### src/rtl/uart_taskreg_pkg.sv
`timescale 1ns/1ps
package uart_taskreg_pkg;
  localparam int ADDR_W   = 9;
  localparam int DATA_W   = 32;
  localparam int BYTE_W   = 8;
  localparam int NUM_EV   = 4;
  localparam int NUM_PSEL = 4;
  localparam int ERR_W    = 2;

  // event bit positions, shared by flags and mask
  localparam int EV_RXDRDY = 0;
  localparam int EV_TXDRDY = 1;
  localparam int EV_ERROR  = 2;
  localparam int EV_RXTO   = 3;

  // word addresses
  localparam logic [ADDR_W-1:0] A_STARTRX  = 9'h000;
  localparam logic [ADDR_W-1:0] A_STOPRX   = 9'h001;
  localparam logic [ADDR_W-1:0] A_STARTTX  = 9'h002;
  localparam logic [ADDR_W-1:0] A_STOPTX   = 9'h003;
  localparam logic [ADDR_W-1:0] A_SUSPEND  = 9'h007;
  localparam logic [ADDR_W-1:0] A_EV_RXRDY = 9'h042;
  localparam logic [ADDR_W-1:0] A_EV_TXRDY = 9'h047;
  localparam logic [ADDR_W-1:0] A_EV_ERR   = 9'h049;
  localparam logic [ADDR_W-1:0] A_EV_RXTO  = 9'h051;
  localparam logic [ADDR_W-1:0] A_MASK     = 9'h0C0;
  localparam logic [ADDR_W-1:0] A_MASKSET  = 9'h0C1;
  localparam logic [ADDR_W-1:0] A_MASKCLR  = 9'h0C2;
  localparam logic [ADDR_W-1:0] A_ERRSRC   = 9'h120;
  localparam logic [ADDR_W-1:0] A_ENABLE   = 9'h140;
  localparam logic [ADDR_W-1:0] A_PSEL0    = 9'h142;
  localparam logic [ADDR_W-1:0] A_RXD      = 9'h146;
  localparam logic [ADDR_W-1:0] A_TXD      = 9'h147;
  localparam logic [ADDR_W-1:0] A_BAUD     = 9'h149;

  localparam logic [DATA_W-1:0] EN_CODE  = 32'd4;
  localparam logic [DATA_W-1:0] PSEL_RST = '1;
  localparam logic [DATA_W-1:0] BAUD_RST = 32'h0400_0000;

  typedef struct packed {
    logic                start_rx;
    logic                start_tx;
    logic                stop_rx;
    logic                stop_tx;
    logic                en_on;
    logic                en_off;
    logic                txd_wr;
    logic                mask_wr;
    logic                mask_set;
    logic                mask_clr;
    logic                err_w1c;
    logic                baud_wr;
    logic [NUM_PSEL-1:0] psel_wr;
    logic [NUM_EV-1:0]   ev_wr;
    logic [NUM_EV-1:0]   ev_val;
  } strobe_t;

  function automatic logic [ADDR_W-1:0] ev_addr(input int idx);
    case (idx)
      EV_RXDRDY: return A_EV_RXRDY;
      EV_TXDRDY: return A_EV_TXRDY;
      EV_ERROR:  return A_EV_ERR;
      default:   return A_EV_RXTO;
    endcase
  endfunction
endpackage

### src/rtl/uart_task_decode.sv
`timescale 1ns/1ps
module uart_task_decode
  import uart_taskreg_pkg::*;
(
  input  logic              enabled,
  input  logic              bus_wr,
  input  logic [ADDR_W-1:0] bus_addr,
  input  logic [DATA_W-1:0] bus_wdata,
  output strobe_t           st
);
  logic acc, is_one, is_zero, en_hit;

  always_comb begin
    en_hit  = bus_wr && (bus_addr == A_ENABLE);
    acc     = bus_wr && (enabled || (bus_addr == A_ENABLE));
    is_one  = (bus_wdata == 32'd1);
    is_zero = (bus_wdata == '0);

    st          = '0;
    st.en_on    = en_hit && (bus_wdata == EN_CODE);
    st.en_off   = en_hit && is_zero;
    st.start_rx = acc && (bus_addr == A_STARTRX) && is_one;
    st.start_tx = acc && (bus_addr == A_STARTTX) && is_one;
    st.stop_rx  = (acc && is_one && ((bus_addr == A_STOPRX) || (bus_addr == A_SUSPEND)))
                || st.en_off;
    st.stop_tx  = (acc && is_one && ((bus_addr == A_STOPTX) || (bus_addr == A_SUSPEND)))
                || st.en_off;
    st.txd_wr   = acc && (bus_addr == A_TXD);
    st.mask_wr  = acc && (bus_addr == A_MASK);
    st.mask_set = acc && (bus_addr == A_MASKSET);
    st.mask_clr = acc && (bus_addr == A_MASKCLR);
    st.err_w1c  = acc && (bus_addr == A_ERRSRC);
    st.baud_wr  = acc && (bus_addr == A_BAUD);

    for (int p = 0; p < NUM_PSEL; p++)
      st.psel_wr[p] = acc && (bus_addr == A_PSEL0 + ADDR_W'(p));

    for (int e = 0; e < NUM_EV; e++) begin
      if (e == EV_RXDRDY) begin
        // this flag can only be cleared from the bus
        st.ev_wr[e]  = acc && (bus_addr == ev_addr(e)) && is_zero;
        st.ev_val[e] = 1'b0;
      end else begin
        st.ev_wr[e]  = acc && (bus_addr == ev_addr(e));
        st.ev_val[e] = !is_zero;
      end
    end
  end
endmodule

### src/rtl/uart_event_bank.sv
`timescale 1ns/1ps
module uart_event_bank #(
  parameter int NEV = 4
) (
  input  logic           clk,
  input  logic           rst,
  input  logic [NEV-1:0] hw_set,
  input  logic [NEV-1:0] sw_wr,
  input  logic [NEV-1:0] sw_val,
  input  logic           mask_wr,
  input  logic           mask_set,
  input  logic           mask_clr,
  input  logic [NEV-1:0] mask_din,
  output logic [NEV-1:0] flags,
  output logic [NEV-1:0] mask,
  output logic           irq
);
  logic [NEV-1:0] flag_d;
  logic [NEV-1:0] mask_d;

  for (genvar g = 0; g < NEV; g++) begin : g_flag
    // a hardware set in the same cycle wins over a bus write
    always_comb flag_d[g] = hw_set[g] ? 1'b1 : (sw_wr[g] ? sw_val[g] : flags[g]);

    always_ff @(posedge clk) begin
      if (rst) flags[g] <= 1'b0;
      else     flags[g] <= flag_d[g];
    end
  end

  always_comb begin
    mask_d = mask;
    if (mask_wr)       mask_d = mask_din;
    else if (mask_set) mask_d = mask | mask_din;
    else if (mask_clr) mask_d = mask & ~mask_din;
  end

  always_ff @(posedge clk) begin
    if (rst) begin
      mask <= '0;
      irq  <= 1'b0;
    end else begin
      mask <= mask_d;
      irq  <= |(flag_d & mask_d);
    end
  end
endmodule

### src/rtl/uart_tx_stub.sv
`timescale 1ns/1ps
module uart_tx_stub #(
  parameter int TX_CYCLES = 16
) (
  input  logic clk,
  input  logic rst,
  input  logic start,
  output logic done
);
  localparam int CW = $clog2(TX_CYCLES + 1);

  logic          busy;
  logic [CW-1:0] cnt;

  always_ff @(posedge clk) begin
    if (rst) begin
      busy <= 1'b0;
      cnt  <= '0;
      done <= 1'b0;
    end else begin
      done <= 1'b0;
      if (start && !busy) begin
        busy <= 1'b1;
        cnt  <= CW'(TX_CYCLES - 1);
      end else if (busy) begin
        if (cnt == '0) begin
          busy <= 1'b0;
          done <= 1'b1;
        end else begin
          cnt <= cnt - 1'b1;
        end
      end
    end
  end
endmodule

### src/rtl/uart_taskreg_ctrl.sv
`timescale 1ns/1ps
module uart_taskreg_ctrl
  import uart_taskreg_pkg::*;
#(
  parameter int TX_CYCLES = 16
) (
  input  logic              clk,
  input  logic              rst,
  input  logic              bus_rd,
  input  logic              bus_wr,
  input  logic [ADDR_W-1:0] bus_addr,
  input  logic [DATA_W-1:0] bus_wdata,
  output logic [DATA_W-1:0] bus_rdata,
  output logic              irq,
  output logic [BYTE_W-1:0] tx_byte,
  output logic              tx_active,
  output logic              tx_done,
  input  logic              rx_valid,
  input  logic [BYTE_W-1:0] rx_data,
  input  logic              rx_break,
  output logic              rx_running
);
  strobe_t           st;
  logic              enabled;
  logic              tx_started;
  logic              tx_accept;
  logic [NUM_EV-1:0] hw_set;
  logic [NUM_EV-1:0] ev_flags;
  logic [NUM_EV-1:0] int_mask;
  logic [ERR_W-1:0]  errsrc;
  logic [BYTE_W-1:0] rxd_q;
  logic [DATA_W-1:0] baud_q;
  logic [DATA_W-1:0] psel_q [NUM_PSEL];
  logic [DATA_W-1:0] rd_val;

  uart_task_decode i_dec (
    .enabled   (enabled),
    .bus_wr    (bus_wr),
    .bus_addr  (bus_addr),
    .bus_wdata (bus_wdata),
    .st        (st)
  );

  assign tx_accept = st.txd_wr && tx_started && !tx_active;

  uart_tx_stub #(.TX_CYCLES(TX_CYCLES)) i_tx (
    .clk   (clk),
    .rst   (rst),
    .start (tx_accept),
    .done  (tx_done)
  );

  always_comb begin
    hw_set            = '0;
    hw_set[EV_RXDRDY] = rx_valid && rx_running;
    hw_set[EV_TXDRDY] = tx_done;
    hw_set[EV_ERROR]  = rx_break;
    hw_set[EV_RXTO]   = st.stop_rx;
  end

  uart_event_bank #(.NEV(NUM_EV)) i_ev (
    .clk      (clk),
    .rst      (rst),
    .hw_set   (hw_set),
    .sw_wr    (st.ev_wr),
    .sw_val   (st.ev_val),
    .mask_wr  (st.mask_wr),
    .mask_set (st.mask_set),
    .mask_clr (st.mask_clr),
    .mask_din (bus_wdata[NUM_EV-1:0]),
    .flags    (ev_flags),
    .mask     (int_mask),
    .irq      (irq)
  );

  // control state
  always_ff @(posedge clk) begin
    if (rst) begin
      enabled    <= 1'b0;
      rx_running <= 1'b0;
      tx_started <= 1'b0;
      tx_active  <= 1'b0;
      tx_byte    <= '0;
      rxd_q      <= '0;
      errsrc     <= '0;
    end else begin
      if (st.en_on)       enabled <= 1'b1;
      else if (st.en_off) enabled <= 1'b0;

      if (st.stop_rx)       rx_running <= 1'b0;
      else if (st.start_rx) rx_running <= 1'b1;

      if (st.stop_tx)       tx_started <= 1'b0;
      else if (st.start_tx) tx_started <= 1'b1;

      if (tx_accept) begin
        tx_active <= 1'b1;
        tx_byte   <= bus_wdata[BYTE_W-1:0];
      end else if (tx_done) begin
        tx_active <= 1'b0;
      end

      if (rx_valid && rx_running) rxd_q <= rx_data;

      if (rx_break)        errsrc <= '1;
      else if (st.err_w1c) errsrc <= errsrc & ~bus_wdata[ERR_W-1:0];
    end
  end

  // plain storage words
  for (genvar g = 0; g < NUM_PSEL; g++) begin : g_psel
    always_ff @(posedge clk) begin
      if (rst)                 psel_q[g] <= PSEL_RST;
      else if (st.psel_wr[g])  psel_q[g] <= bus_wdata;
    end
  end

  always_ff @(posedge clk) begin
    if (rst)             baud_q <= BAUD_RST;
    else if (st.baud_wr) baud_q <= bus_wdata;
  end

  // read path
  always_comb begin
    rd_val = '0;
    case (bus_addr)
      A_MASK, A_MASKSET, A_MASKCLR: rd_val = DATA_W'(int_mask);
      A_ERRSRC: rd_val = DATA_W'(errsrc);
      A_ENABLE: rd_val = enabled ? EN_CODE : '0;
      A_RXD:    rd_val = DATA_W'(rxd_q);
      A_TXD:    rd_val = DATA_W'(tx_byte);
      A_BAUD:   rd_val = baud_q;
      default: begin
        for (int e = 0; e < NUM_EV; e++)
          if (bus_addr == ev_addr(e)) rd_val = DATA_W'(ev_flags[e]);
        for (int p = 0; p < NUM_PSEL; p++)
          if (bus_addr == A_PSEL0 + ADDR_W'(p)) rd_val = psel_q[p];
      end
    endcase
  end

  always_ff @(posedge clk) begin
    if (rst)         bus_rdata <= '0;
    else if (bus_rd) bus_rdata <= enabled ? rd_val : '0;
  end
endmodule

### config.mk
export PLATFORM = sky130hd
export DESIGN_NAME = uart_taskreg_ctrl
export DESIGN_NICKNAME = d
export VERILOG_FILES = /design/src/rtl/uart_taskreg_pkg.sv /design/src/rtl/uart_task_decode.sv /design/src/rtl/uart_event_bank.sv /design/src/rtl/uart_tx_stub.sv /design/src/rtl/uart_taskreg_ctrl.sv
export SDC_FILE = /design/constraint.sdc
export NUM_CORES = 1
export LEC_CHECK = 0
export ABC_AREA = 1
export BUFFER_PORTS_ARGS = -buffer_cell sky130_fd_sc_hd__buf_2
export CORE_ASPECT_RATIO = 0.7
export CORE_MARGIN = 3
export CORE_UTILIZATION = 59
export DETAILED_ROUTE_END_ITERATION = 12
export GPL_TIMING_DRIVEN = 0
export PLACE_DENSITY = 0.79
export SYNTH_ARGS = -nofsm -noshare
export SYNTH_HDL_FRONTEND = slang
export SYNTH_SLANG_ARGS = --single-unit
### constraint.sdc
create_clock -name clk -period 5 [get_ports clk]
set_input_delay 0.5 -clock clk [delete_from_list [all_inputs] [get_ports clk]]
set_output_delay 0.5 -clock clk [all_outputs]
set_load 0.01 [all_outputs]
## Yosys cells after proc, flatten, opt, wreduce, memory -nomap -nowiden

Memories as Yosys holds them, arrays and structs flattened.
Index checks and enable logic that the tools add are counted.

- Register bits: 102
- Bits in latches: 0
- Bits in writable memories: 128
- ROM bits: 0
- Bits of input ports: 55
- Output and inout port bits: 44
- Memories kept: 1

Memories:

| name | depth | bits a word | read ports | clocked after memory_dff | write ports | RTL line | source |
|---|---|---|---|---|---|---|---|
| psel_q | 4 | 32 | 4 | 0 | 4 | uart_taskreg_ctrl.sv:33 | `logic [DATA_W-1:0] psel_q [NUM_PSEL];` |

- Add/subtract/negate cells: 1
- $mul: 0
- Div/mod/pow operators: 0
- Magnitude comparators: 0
- Equal/unequal tests: 27
- Shifts and indexed selects: 0
- Mux-type cells: 56
- Bitwise operators: 12
- Reductions and logical operators: 54

Operator list:

| operator | number |
|---|---|
| $mux 32 | 12 |
| $pmux 32 s6 | 1 |
| $eq 9x9->1 const B | 9 |
| $eq 9x7->1 const B | 4 |
| $eq 9x9->1 | 4 |
| $mux 9 | 4 |
| $eq 32x1->1 const B | 1 |
| $eq 32x3->1 const B | 1 |
| $logic_not 32->1 | 1 |
| $mux 1 | 31 |
| $logic_and 1x1->1 | 30 |
| $eq 9x8->1 const B | 3 |
| $mux 4 | 6 |
| $eq 9x2->1 const B | 2 |
| $eq 9x1->1 const B | 1 |
| $eq 9x3->1 const B | 1 |
| $logic_not 9->1 | 1 |
| $and 4x4->4 | 2 |
| $reduce_bool 2->1 | 4 |
| $reduce_or 8->1 | 1 |
| $reduce_or 2->1 | 3 |
| $reduce_or 3->1 | 2 |
| $logic_not 5->1 | 1 |
| $logic_or 1x1->1 | 5 |
| 12 further kinds | 20 |

## Depth between registers and ports, before layout

Gate-level depths: netlist (run 1).

- Word-level depth: 14
- Gate-level depth with buffers: 15
- Mapped depth without buffers: 15

## Cells and area by module

A second synthesis (run 1) with hierarchy kept.

- Cell total of the unflattened synthesis: 1283
- Area total of the unflattened synthesis: 10682.7 um2

Modules (own cells, without submodules):

| module | instances | cells an instance | area an instance (um2) | seq. area each (um2) |
|---|---|---|---|---|
| uart_taskreg_ctrl | 1 | 1049 | 9335.2 | 5565.3 |
| uart_task_decode | 1 | 119 | 561.8 | 0.0 |
| uart_event_bank | 1 | 62 | 407.9 | 180.2 |
| uart_tx_stub | 1 | 53 | 377.9 | 140.1 |

## Worst setup path after synthesis (run 1)

OpenSTA, ideal clock, no wires.

- Kind: input port to flip-flop
- Start point: input bus_addr[5]
- End point: memory psel_q[3][0] (enable)
- Setup time: 0.466 ns
- Arrival time: 3.642 ns
- Required time: 4.534 ns
- Slack: 0.892 ns
- Stages on the path: 8
- Cell sequence: nor2_2 nand2_4 nor2_4 nand2_4 nor2_4 inv_1 clkbuf_1 o21ai_0

RTL lines:

| what | RTL line | source |
|---|---|---|
| start: declaration | uart_taskreg_ctrl.sv:11 | `input logic [ADDR_W-1:0] bus_addr,` |
| end: declaration | uart_taskreg_ctrl.sv:33 |  |

==> summary.txt, run 1 <==
Outcome
  – Status: finished clean

Timing
  – Fin. max-slew vios: 0
  – Final period utilization: 48.26%
  – Worst clock skew: 0.01525 ns
  – FMAX: between 400 and 500 MHz
  – Worst slew margin: roughly 36%
  – Fin Setup TNS: 0 ns
  – Post-route minimum period: 2.413 ns
  – Worst-margin pin slew: slightly below 1 ns
  – Finish-stage setup viols: 0
  – RSZ-0062 raised after global routing: no
  – Final hold viol count: 0
  – Slack of the critical path: between 2 and 3 ns
  – Hold_ws: ~0.26 ns

Pwr
  – Maximum vdd drop: a little under 0.0003 V
  – Power density cells: 329.2 nW/um2
  – Leak pwr: between 4 and 5 nW
  – Total power: approximately 3.9 mW

Final layout
  – Post-route insts no fill: 1,526
  – # fillers: around 1.3k
  – ANT cells: 0
  – Layout cells sized above 1: between 15 and 20%
  – Final #Nets: roughly 1.3k
  – Final instance area: 11,870 um2
  – Final core occ: a little under three quarters
  – Area grow syn2layout: 16.38%

Floorplan
  – Die area: ~19,000 um2
  – Site Rows: 39
  – Num ports: slightly below 100
  – CORE AREA: roughly 17,000 um2
  – Die Y: ~120 um
  – DIE WIDTH: between 150 and 200 um
  – Initial core utilization: 61.27%

Route
  – Met1 WL: ~12,000 um
  – Drc violations: 0
  – Highest Signal Layer: met4
  – DRT Wirelength: between 30,000 and 40,000 um
  – First-pass DRT Iterations: 5
  – Post-DRT Antenna Nets: 0
  – Routed vias/inst: 5.921
  – Vias: roughly 9k
  – WL/cell: approximately 20 um
  – Drt initial violations: between 1k and 1.5k
  – Met2 Wirelength: between 10,000 and 15,000 um
  – Wire length on met3: approximately 4700 um

Setup path
  – CP peak stage delay: ~0.48 ns
  – Worst Path Arrival: 2.61 ns
  – Critical path fanouts, max: 25
  – Slowest CP cell: o21ai_4
  – Crit path kind: in2reg
  – Worst path cell trace: buf_2 > nor2_2 > nand2_4 > nor2_4 > nand2_4 > nor2_4 > inv_1 > clkbuf_1 > o21ai_4 > buf_12
  – WP data required: roughly 5.2 ns
  – CP delay by family, top: buffers and inverters
  – Worst Setup End Kind: flip-flop
  – R2R setup slack: about 3.0 ns
  – Critical path buffers and inverters: 4
  – CP Launch Type: primary input

Clock tree
  – # H-tree levels: 1
  – CTS root buffer: clkbuf_16
  – Post-CTS Setup Bufs: 0
  – Clock-pin transition on the worst setup and hold timing paths: about 0.06 ns
  – CTS Buf Count: 22
  – Cts hold-fix bufs: 0
  – Cts repair resizes: 0
  – CTS tree: done
  – Later-pin clock latency in the skew report: about 0.52 ns
  – Clk buf depth: 3
  – CTS sink cnt: between 200 and 250

Logic synthesis
  – Mapped Cells: 1,159
  – Synth area leader: edfxtp_1
  – Post-synthesis register bit count: 230
  – Top_reg_cell synth: edfxtp_1
  – Post-synthesis cell type count: 38
  – Synth top area share: 37.70%
  – Post-Syn Nets: between 1k and 1.5k
  – Dominant cells by area after synthesis: edfxtp_1 (38%), dfxtp_1 (20%), nand2_1 (14%), a21oi_1 (4.7%), o21ai_0 (3.4%)
  – Seq/Total Area, Yosys: roughly 58%
  – Syn. warnings: 0
  – Async SR Flop Fraction: 0%
  – EDFF count, synth: 128
  – Post-synthesis cell area: ~10,000 um2
  – Syn avg cell area: ~9 um2

Global route
  – Largest net degree at the start of global routing: 26
  – Initial antenna violation count: 0
  – Vias in the first global route: 8,301
  – First-pass GRT wire length: 46,640 um
  – GRT overflow: 0
  – Total global routing track utilization: between 30% and 40%

Place
  – Placed instance count: approximately 1.5k
  – Hpwl dp: 21,370 um
  – GP Congestion: slightly above 1
  – Area of placed instances: 11,100 um2
  – Number of I/O port buffers: slightly below 100
  – Pre-CTS WS: between 2 and 2.5 ns

Hold path
  – Hold Path Class: in2reg

Flow run
  – Max Cap Violations: 0
sequential cells by signal, indices dropped and copies added (netlist names), 2 cells and up:
| name | flops |
|---|---|
| baud_q | 32 |
| bus_rdata | 32 |
| errsrc | 2 |
| i_ev.flags | 4 |
| i_ev.mask | 4 |
| i_tx.cnt | 5 |
| psel_q | 128 |
| rxd_q | 8 |
| tx_byte | 8 |
cell type report:
class                      count  area [um2]  share of cell area (%)
sequential                   230        5886                   49.60
multi-input combinational    786        3737                   31.50
clock buffer                  36       720.7                   6.074
timing repair buffer         102       578.1                   4.872
inverter                      86       322.8                   2.721
buffer                        57       294.0                   2.478
tap                          225       281.5                   2.373
clock inverter                 4       45.04                  0.3796
cells in the final DEF, fill, tap and decap left out, drive strengths merged:
master  count
a211oi      1
a21oi      96
a22oi      14
a31oi      26
and3        1
buf       139
bufinv      1
clkbuf     56
clkinv      4
dfxtp     102
edfxtp    128
ha          1
inv        85
nand2     396
nand3      59
nand4      13
nor2       63
nor3       18
nor4        3
o211ai      1
o21ai      89
or2         3
xor2        2
worst reg2reg max path: stages (launching register included):
cell and delay [ns]:
dfxtp_1 0.37, inv_1 0.08, nand2_2 0.11, nand2_4 0.12, buf_6 0.19, o21ai_4 0.53
buf_16 0.25
synth_stat cells (3+ instances only):
cell,count
edfxtp_1,128
nand2_1,385
buf_6,5
nor3_4,5
nor2_1,53
a21oi_1,96
nand4_1,12
nand2_2,6
a22oi_1,14
nor3_2,3
a31oi_1,26
nand2_4,5
buf_2,30
clkbuf_1,19
nor2_4,8
nor3_1,10
dfxtp_1,102
inv_2,9
o21ai_0,69
inv_1,76
nand3_1,58
o21ai_1,20
where the power goes:
part / switching [mW] / internal (mW)
clock network: 0.715 / 1.04
logic: 0.124 / 0.0404
registers: 0.000882 / 1.99
routing by layer:
metal | GRT usage (%) | vias to the layer above
met5 | 0 | -
met4 | 8.451 | 0
met3 | 10.61 | 78
met2 | 45.94 | 614
met1 | 47.79 | 4197
li1 | - | 4146
cell families after synthesis:
kind of cell / count (synthesis) / share of synthesized area, %
xor gates and xnor gates: 2 / 0.1719
and+or+nand+nor: 556 / 24.02
buffers and inverters: 143 / 6.050
AOI/OAI and AO/OA: 227 / 11.90
adders and majority gates: 1 / 0.1227
DFF: 230 / 57.73
path summary, 6_finish.rpt:
kind | start | end | cells after the start
max | bus_addr[5] | psel_q[3][4] | 10
max reg2reg | enabled | psel_q[1][5] | 6
min reg2reg | baud_q[1] | baud_q[1] | 2
min | rx_data[4] | rxd_q[4] | 3
Note: power is estimated with default switching activity, not from simulation.
==> run 2: changes to the inputs <==
- clock period: 5 -> 2.36 ns (I/O delays scaled with it)
==> summary.txt, run 2 (synthesized netlist as in run 1, its figures left out) <==
Outcome
  – Status: finished clean

Floorplan
  – Die Y: 116.0 um (unchanged)
  – Num ports: 99 (unchanged)
  – Die area: 18,920 um2 (unchanged)
  – DIE WIDTH: 163.1 um (unchanged)
  – Initial core utilization: 61.27% (unchanged)
  – Site Rows: 39 (unchanged)
  – CORE AREA: 16,640 um2 (unchanged)

Hold path
  – Hold Path Class: in2reg

Timing
  – Finish-stage setup viols: 0 (unchanged)
  – RSZ-0062 raised after global routing: no
  – Slack of the critical path: 0.2719 ns (-2.315 ns)
  – FMAX: about 480 MHz
  – Worst clock skew: 0.01009 ns (-0.005155 ns)
  – Post-route minimum period: around 2.1 ns
  – Final hold viol count: 0 (unchanged)
  – Fin. max-slew vios: 0 (unchanged)
  – Worst-margin pin slew: 0.9974 ns (+0.03545 ns)
  – Worst slew margin: 33.50% (-2.4 points)
  – Final period utilization: about nine tenths

Clock tree
  – CTS Buf Count: 22 (unchanged)
  – CTS sink cnt: 230 (unchanged)
  – CTS root buffer: clkbuf_16
  – # H-tree levels: 1 (unchanged)
  – CTS tree: done
  – Post-CTS Setup Bufs: 0 (unchanged)
  – Clock-pin transition on the worst setup and hold timing paths: 0.06 ns (about the same)
  – Clk buf depth: 3 (unchanged)
  – Later-pin clock latency in the skew report: 0.51 ns (about the same)

Route
  – Drt initial violations: 1,117 (-15%)
  – Drc violations: 0 (unchanged)
  – Vias: 8,945 (-1.0%)
  – First-pass DRT Iterations: 5 (unchanged)
  – Routed vias/inst: 5.835 (-1.4%)
  – Post-DRT Antenna Nets: 0 (unchanged)
  – DRT Wirelength: 29,480 um (-2.9%)
  – WL/cell: 19.23 um (-3.4%)

Final layout
  – Area grow syn2layout: 16.65%
  – Max reg flops: 128 (unchanged)
  – Commonest cells after routing, fill and taps aside: nand2_1 (385), buf_2 (128), edfxtp_1 (128)
  – Final #Nets: 1,348 (+0.52%)
  – Layout cells sized above 1: 16.82% (-0.40 points)
  – ANT cells: 0 (unchanged)
  – Top reg by flops: psel_q
  – Biggest regs: psel_q: 128 flops, baud_q: 32 flops, bus_rdata: 32 flops
  – Post-route insts no fill: 1,533 (+0.46%)
  – Commonest non-fill, non-tap cell in the layout: nand2_1

Pwr
  – Reg power frac: 52.1% (+1.1 points)
  – Maximum vdd drop: 0.0005445 V (+88%)
  – Leak pwr: 4.415 nW (about the same)
  – Int Pwr: 6.314 mW (+110%)
  – NetSw: 1.772 mW (+110%)
  – Switch share: 21.92% (+0.42 points)
  – Total power: 8.087 mW (+110%)
  – Combinational share of power: 4.4% (+0.2 points)
  – Power density cells: 680.0 nW/um2 (+110%)
  – Clock network power share: 43.5% (-1.3 points)

Setup path
  – FF-to-FF Start: enabled
  – Crit path capture: psel_q[3][7]
  – CP Launch Type: primary input
  – Critical path buffers and inverters: 4 (unchanged)
  – Worst setup path start: bus_addr[5]
  – Worst Setup End Kind: flip-flop
  – Slowest CP cell: o21ai_4
  – Crit path kind: in2reg
  – R2r worst-path depth: 6 (unchanged)
  – Critical path fanouts, max: 25 (unchanged)
  – WP data required: 2.56 ns (-2.64 ns)
  – Worst path cell trace: buf_2 > nor2_2 > nand2_4 > nor2_4 > nand2_4 > nor2_4 > inv_1 > clkbuf_1 > o21ai_4 > buf_12
  – Worst Path Arrival: 2.29 ns (-0.32 ns)
  – CP peak stage delay: 0.45 ns (-0.03 ns)
  – Critical path depth: 10 (unchanged)
  – Reg-to-reg critical path endpoint: psel_q[0][17]
  – R2R setup slack: 0.29 ns (-2.75 ns)
  – CP delay by family, top: buffers and inverters

Place
  – GP Congestion: 0.9459 (-7.2%)
  – Hpwl dp: 20,660 um (-3.3%)
  – Pre-CTS WS: -0.1951 ns (-2.351 ns)
  – Number of I/O port buffers: 98 (unchanged)
  – Placed instance count: 1,486 (unchanged)

Global route
  – Initial antenna violation count: 0 (unchanged)
  – GRT overflow: 0 (unchanged)
  – Total global routing track utilization: 31.21% (-1.0 points)
  – Largest net degree at the start of global routing: 26 (unchanged)
  – First-pass GRT wire length: 45,290 um (-2.9%)
  – Vias in the first global route: 8,128 (-2.1%)

Flow run
  – Max Cap Violations: 0 (unchanged)
-- run 2: cell count changes in the layout (fill, tap and decap cells not counted) --
cell           delta
dlygate4sd3_1     +7
inv_4             +1
buf_16            +2
clkbuf_1          +3
clkinv_1          +1
buf_12            -2
clkbuf_8          -4
clkinv_4          +1
clkbuf_4          -1
clkbuf_16         -1
-- run 2: stage by stage --
stage               hold WS [ns]  TNS (ns)  util [%]  instance area, um2
floorplan                 0.3835    -49.56         -               10200
global placement          0.4366   -210.49     65.93               10970
detailed placement        0.4454    -10.11     66.79               11110
CTS                      0.02644         0     71.47               11890
global route             0.05935         0     71.47               11890
finish                   0.02734         0     71.47               11890
-- run 2: metal layers --
layer  global-route usage, %  vias to the layer above  wire length (um)
li1                        -                     4168                 -
met1                   45.75                     4178             12440
met2                   46.02                      534             12380
met3                   8.539                       65              3846
met4                   8.789                        0               812
met5                       0                        -                 0
-- run 2: worst min path at each step --
stage | from | endpoint | slack [ns] | cells past startpoint
final | rx_data[1] | rxd_q[1] | 0.03 | 3
after global routing | rx_data[1] | rxd_q[1] | 0.06 | 3
after CTS | rx_data[1] | rxd_q[1] | 0.03 | 3
after detailed placement | baud_q[4] | baud_q[4] | 0.45 | 2
after global placement | baud_q[16] | baud_q[16] | 0.44 | 2
after floorplan | bus_wdata[0] | baud_q[0] | 0.38 | 2
-- run 2: power groups by stage --
stage | clock, mW | combinational [mW] | sequential (mW)
after CTS | 3.51 | 0.348 | 4.22
after global placement | 0 | 0.309 | 4.31
final | 3.51 | 0.357 | 4.22
after global routing | 3.68 | 0.382 | 4.21
after detailed placement | 0 | 0.337 | 4.30
after floorplan | 0 | 0.163 | 4.31
-- run 2: cell type report --
cell class              count  area (um2)
repair buffers            109       663.1
plain buffers              57       294.0
flip-flops and latches    230        5886
inverters                  86       322.8
multi-input cells         786        3737
clock inverters             7       63.81
clock buffers              33       644.4
well taps                 225       281.5
fillers                  1306        4747
-- run 2: repair_timing --
action / in CTS / in global routing
hold endpoints to repair: 7 / 0
hold buffers: 7 / 0
gates resized for setup: 0 / 0
-- run 2: worst register-to-register path: stages, from the launching register on --
cell     delay, ns
dfxtp_1       0.38
inv_1         0.08
nand2_2       0.11
nand2_4       0.13
buf_6         0.20
o21ai_4       0.62
buf_16        0.24
==> run 3: changes to the inputs <==
- PLACE_DENSITY: 0.79 -> 0.92
==> summary.txt, run 3 (synthesized netlist as in run 1, its figures left out) <==
Clock tree
  – CTS sink cnt: 230 (unchanged)
  – CTS root buffer: clkbuf_16
  – CTS Buf Count: 21 (-4.5%)
  – Later-pin clock latency in the skew report: 0.52 ns (about the same)
  – Clk buf depth: 3 (unchanged)
  – Clock-pin transition on the worst setup and hold timing paths: 0.06 ns (about the same)
  – Post-CTS Setup Bufs: 0 (unchanged)
  – # H-tree levels: 1 (unchanged)
  – CTS tree: done

Floorplan
  – CORE AREA: 16,640 um2 (unchanged)
  – Die area: 18,920 um2 (unchanged)
  – DIE WIDTH: 163.1 um (unchanged)
  – Initial core utilization: 61.27% (unchanged)
  – Die Y: 116.0 um (unchanged)
  – Site Rows: 39 (unchanged)
  – Num ports: 99 (unchanged)

Setup path
  – Critical path fanouts, max: 25 (unchanged)
  – Crit path capture: psel_q[3][17]
  – Worst Setup End Kind: flip-flop
  – CP delay by family, top: buffers and inverters
  – Worst path cell trace: buf_2 > nor2_2 > nand2_4 > nor2_4 > nand2_4 > nor2_4 > inv_1 > clkbuf_1 > o21ai_4 > buf_12
  – Worst Path Arrival: 2.24 ns (-0.05 ns)
  – Critical path buffers and inverters: 4 (unchanged)
  – Crit path kind: in2reg
  – FF-to-FF Start: enabled
  – Slowest CP cell: o21ai_4
  – Critical path depth: 10 (unchanged)
  – CP peak stage delay: 0.42 ns (-0.03 ns)
  – Worst setup path start: bus_addr[5]
  – R2r worst-path depth: 6 (unchanged)
  – CP Launch Type: primary input
  – R2R setup slack: 0.44 ns (+0.15 ns)
  – Reg-to-reg critical path endpoint: psel_q[0][17]
  – WP data required: 2.55 ns (about the same)

Route
  – First-pass DRT Iterations: 6 (+1)
  – Vias: 9,161 (+2.4%)
  – Drc violations: 0 (unchanged)
  – DRT Wirelength: 30,260 um (+2.6%)
  – Drt initial violations: 1,517 (+36%)
  – WL/cell: 19.78 um (+2.8%)
  – Post-DRT Antenna Nets: 0 (unchanged)
  – Routed vias/inst: 5.988 (+2.6%)

Pwr
  – NetSw: 1.753 mW (-1.1%)
  – Power density cells: 668.2 nW/um2 (-1.7%)
  – Clock network power share: 42.2% (-1.3 points)
  – Int Pwr: 6.157 mW (-2.5%)
  – Leak pwr: 4.386 nW (-0.66%)
  – Switch share: 22.16% (+0.24 points)
  – Combinational share of power: 4.5% (about the same)
  – Reg power frac: 53.3% (+1.2 points)
  – Maximum vdd drop: 0.0005310 V (-2.5%)

Final layout
  – Post-route insts no fill: 1,530 (-0.20%)
  – Layout cells sized above 1: 16.70% (-0.11 points)
  – Final instance area: 11,840 um2 (-0.46%)
  – Final core occ: 71.14% (-0.33 points)
  – Biggest regs: psel_q: 128 flops, baud_q: 32 flops, bus_rdata: 32 flops
  – Final #Nets: 1,346 (-0.15%)
  – Commonest non-fill, non-tap cell in the layout: nand2_1
  – Area grow syn2layout: 16.11%
  – Commonest cells after routing, fill and taps aside: nand2_1 (385), buf_2 (128), edfxtp_1 (128)
  – ANT cells: 0 (unchanged)
  – Top reg by flops: psel_q
  – Max reg flops: 128 (unchanged)

Flow run
  – Max Cap Violations: 0 (unchanged)

Global route
  – Largest net degree at the start of global routing: 26 (unchanged)
  – GRT overflow: 0 (unchanged)
  – First-pass GRT wire length: 46,780 um (+3.3%)
  – Total global routing track utilization: 32.00% (+0.80 points)
  – Vias in the first global route: 8,789 (+8.1%)
  – Initial antenna violation count: 0 (unchanged)

Timing
  – Slack of the critical path: 0.3166 ns (+0.04477 ns)
  – Worst-margin pin slew: 1.031 ns (+0.03357 ns)
  – Fin. max-slew vios: 0 (unchanged)
  – Final hold viol count: 0 (unchanged)
  – Hold_ws: 0.005157 ns (-0.02218 ns)
  – Worst clock skew: 0.02182 ns (+0.01172 ns)
  – RSZ-0062 raised after global routing: no
  – Finish-stage setup viols: 0 (unchanged)
  – FMAX: 489.4 MHz (+2.2%)
  – Worst slew margin: 31.27% (-2.2 points)
  – Post-route minimum period: 2.043 ns (-0.04477 ns)
  – Final period utilization: 86.58% (-1.9 points)

Place
  – Pre-CTS WS: -0.1490 ns (+0.04610 ns)
  – GP Congestion: 0.9455 (about the same)
  – Hpwl dp: 21,090 um (+2.1%)
  – Area of placed instances: 11,110 um2 (unchanged)
  – Number of I/O port buffers: 98 (unchanged)
  – Placed instance count: 1,486 (unchanged)

Outcome
  – Status: finished clean

Hold path
  – Hold Path Class: in2reg
-- run 3: changes by cell type in the layout (fill, tap and decap cells not counted), sizes merged --
cell,before,now
bufinv,1,0
clkbuf,53,54
clkinv,6,3
dlygate4sd3,7,6
inv,86,87
-- run 3: layout make-up --
| cell class | count | area (um2) |
|---|---|---|
| Multi-Input combinational cell | 786 | 3737 |
| Tap cell | 225 | 281.5 |
| Fill cell | 1248 | 4802 |
| Inverter | 86 | 322.8 |
| Clock inverter | 4 | 28.78 |
| Clock buffer | 34 | 634.4 |
| Sequential cell | 230 | 5886 |
| Buffer | 57 | 294.0 |
| Timing Repair Buffer | 108 | 653.1 |
-- run 3: how the worst min path moves through the flow --
stage / start / endpoint / slack (ns) / cells past startpoint
4_1_cts: rx_data[1] / rxd_q[1] / 0.009 / 3
5_1_grt: rx_data[7] / rxd_q[7] / 0.008 / 3
6_report: rx_data[7] / rxd_q[7] / 0.005 / 3
3_3_place_gp: baud_q[1] / baud_q[1] / 0.43 / 2
2_1_floorplan: bus_wdata[0] / baud_q[0] / 0.38 / 2
3_5_place_dp: baud_q[2] / baud_q[2] / 0.44 / 2
-- run 3: layer usage --
| layer | routed length, um | vias to the layer above | GRT usage [%] |
|---|---|---|---|
| li1 | - | 4158 | - |
| met1 | 11750 | 4214 | 44.91 |
| met2 | 13050 | 690 | 49.57 |
| met3 | 4483 | 99 | 8.074 |
| met4 | 975 | 0 | 10.20 |
| met5 | 0 | - | 0 |
-- run 3: metrics by stage --
step / TNS [ns] / power, mW
6_report: 0 / 7.910
5_1_grt: 0 / 8.065
4_1_cts: 0 / 7.878
3_5_place_dp: -8.333 / 4.640
3_3_place_gp: -204.33 / 4.615
2_1_floorplan: -49.56 / 4.472
-- run 3: worst min-delay path, delay by kind of cell --
kind / cells / cell delay [ns]
simple gates: 1 / 0.09
compound gates: 1 / 0.08
buf+inv: 1 / 0.08
-- run 3: power groups by stage --
stage	registers, mW	logic, mW	clock network, mW
floorplan	4.31	0.163	0
global placement	4.31	0.303	0
detailed placement	4.30	0.335	0
CTS	4.22	0.345	3.32
global route	4.21	0.379	3.47
finish	4.22	0.355	3.34
-- run 3: repair_timing --
item,in CTS,in global routing
endpoints found under the hold margin,6,0
hold buffers,6,0
resized for setup,0,0
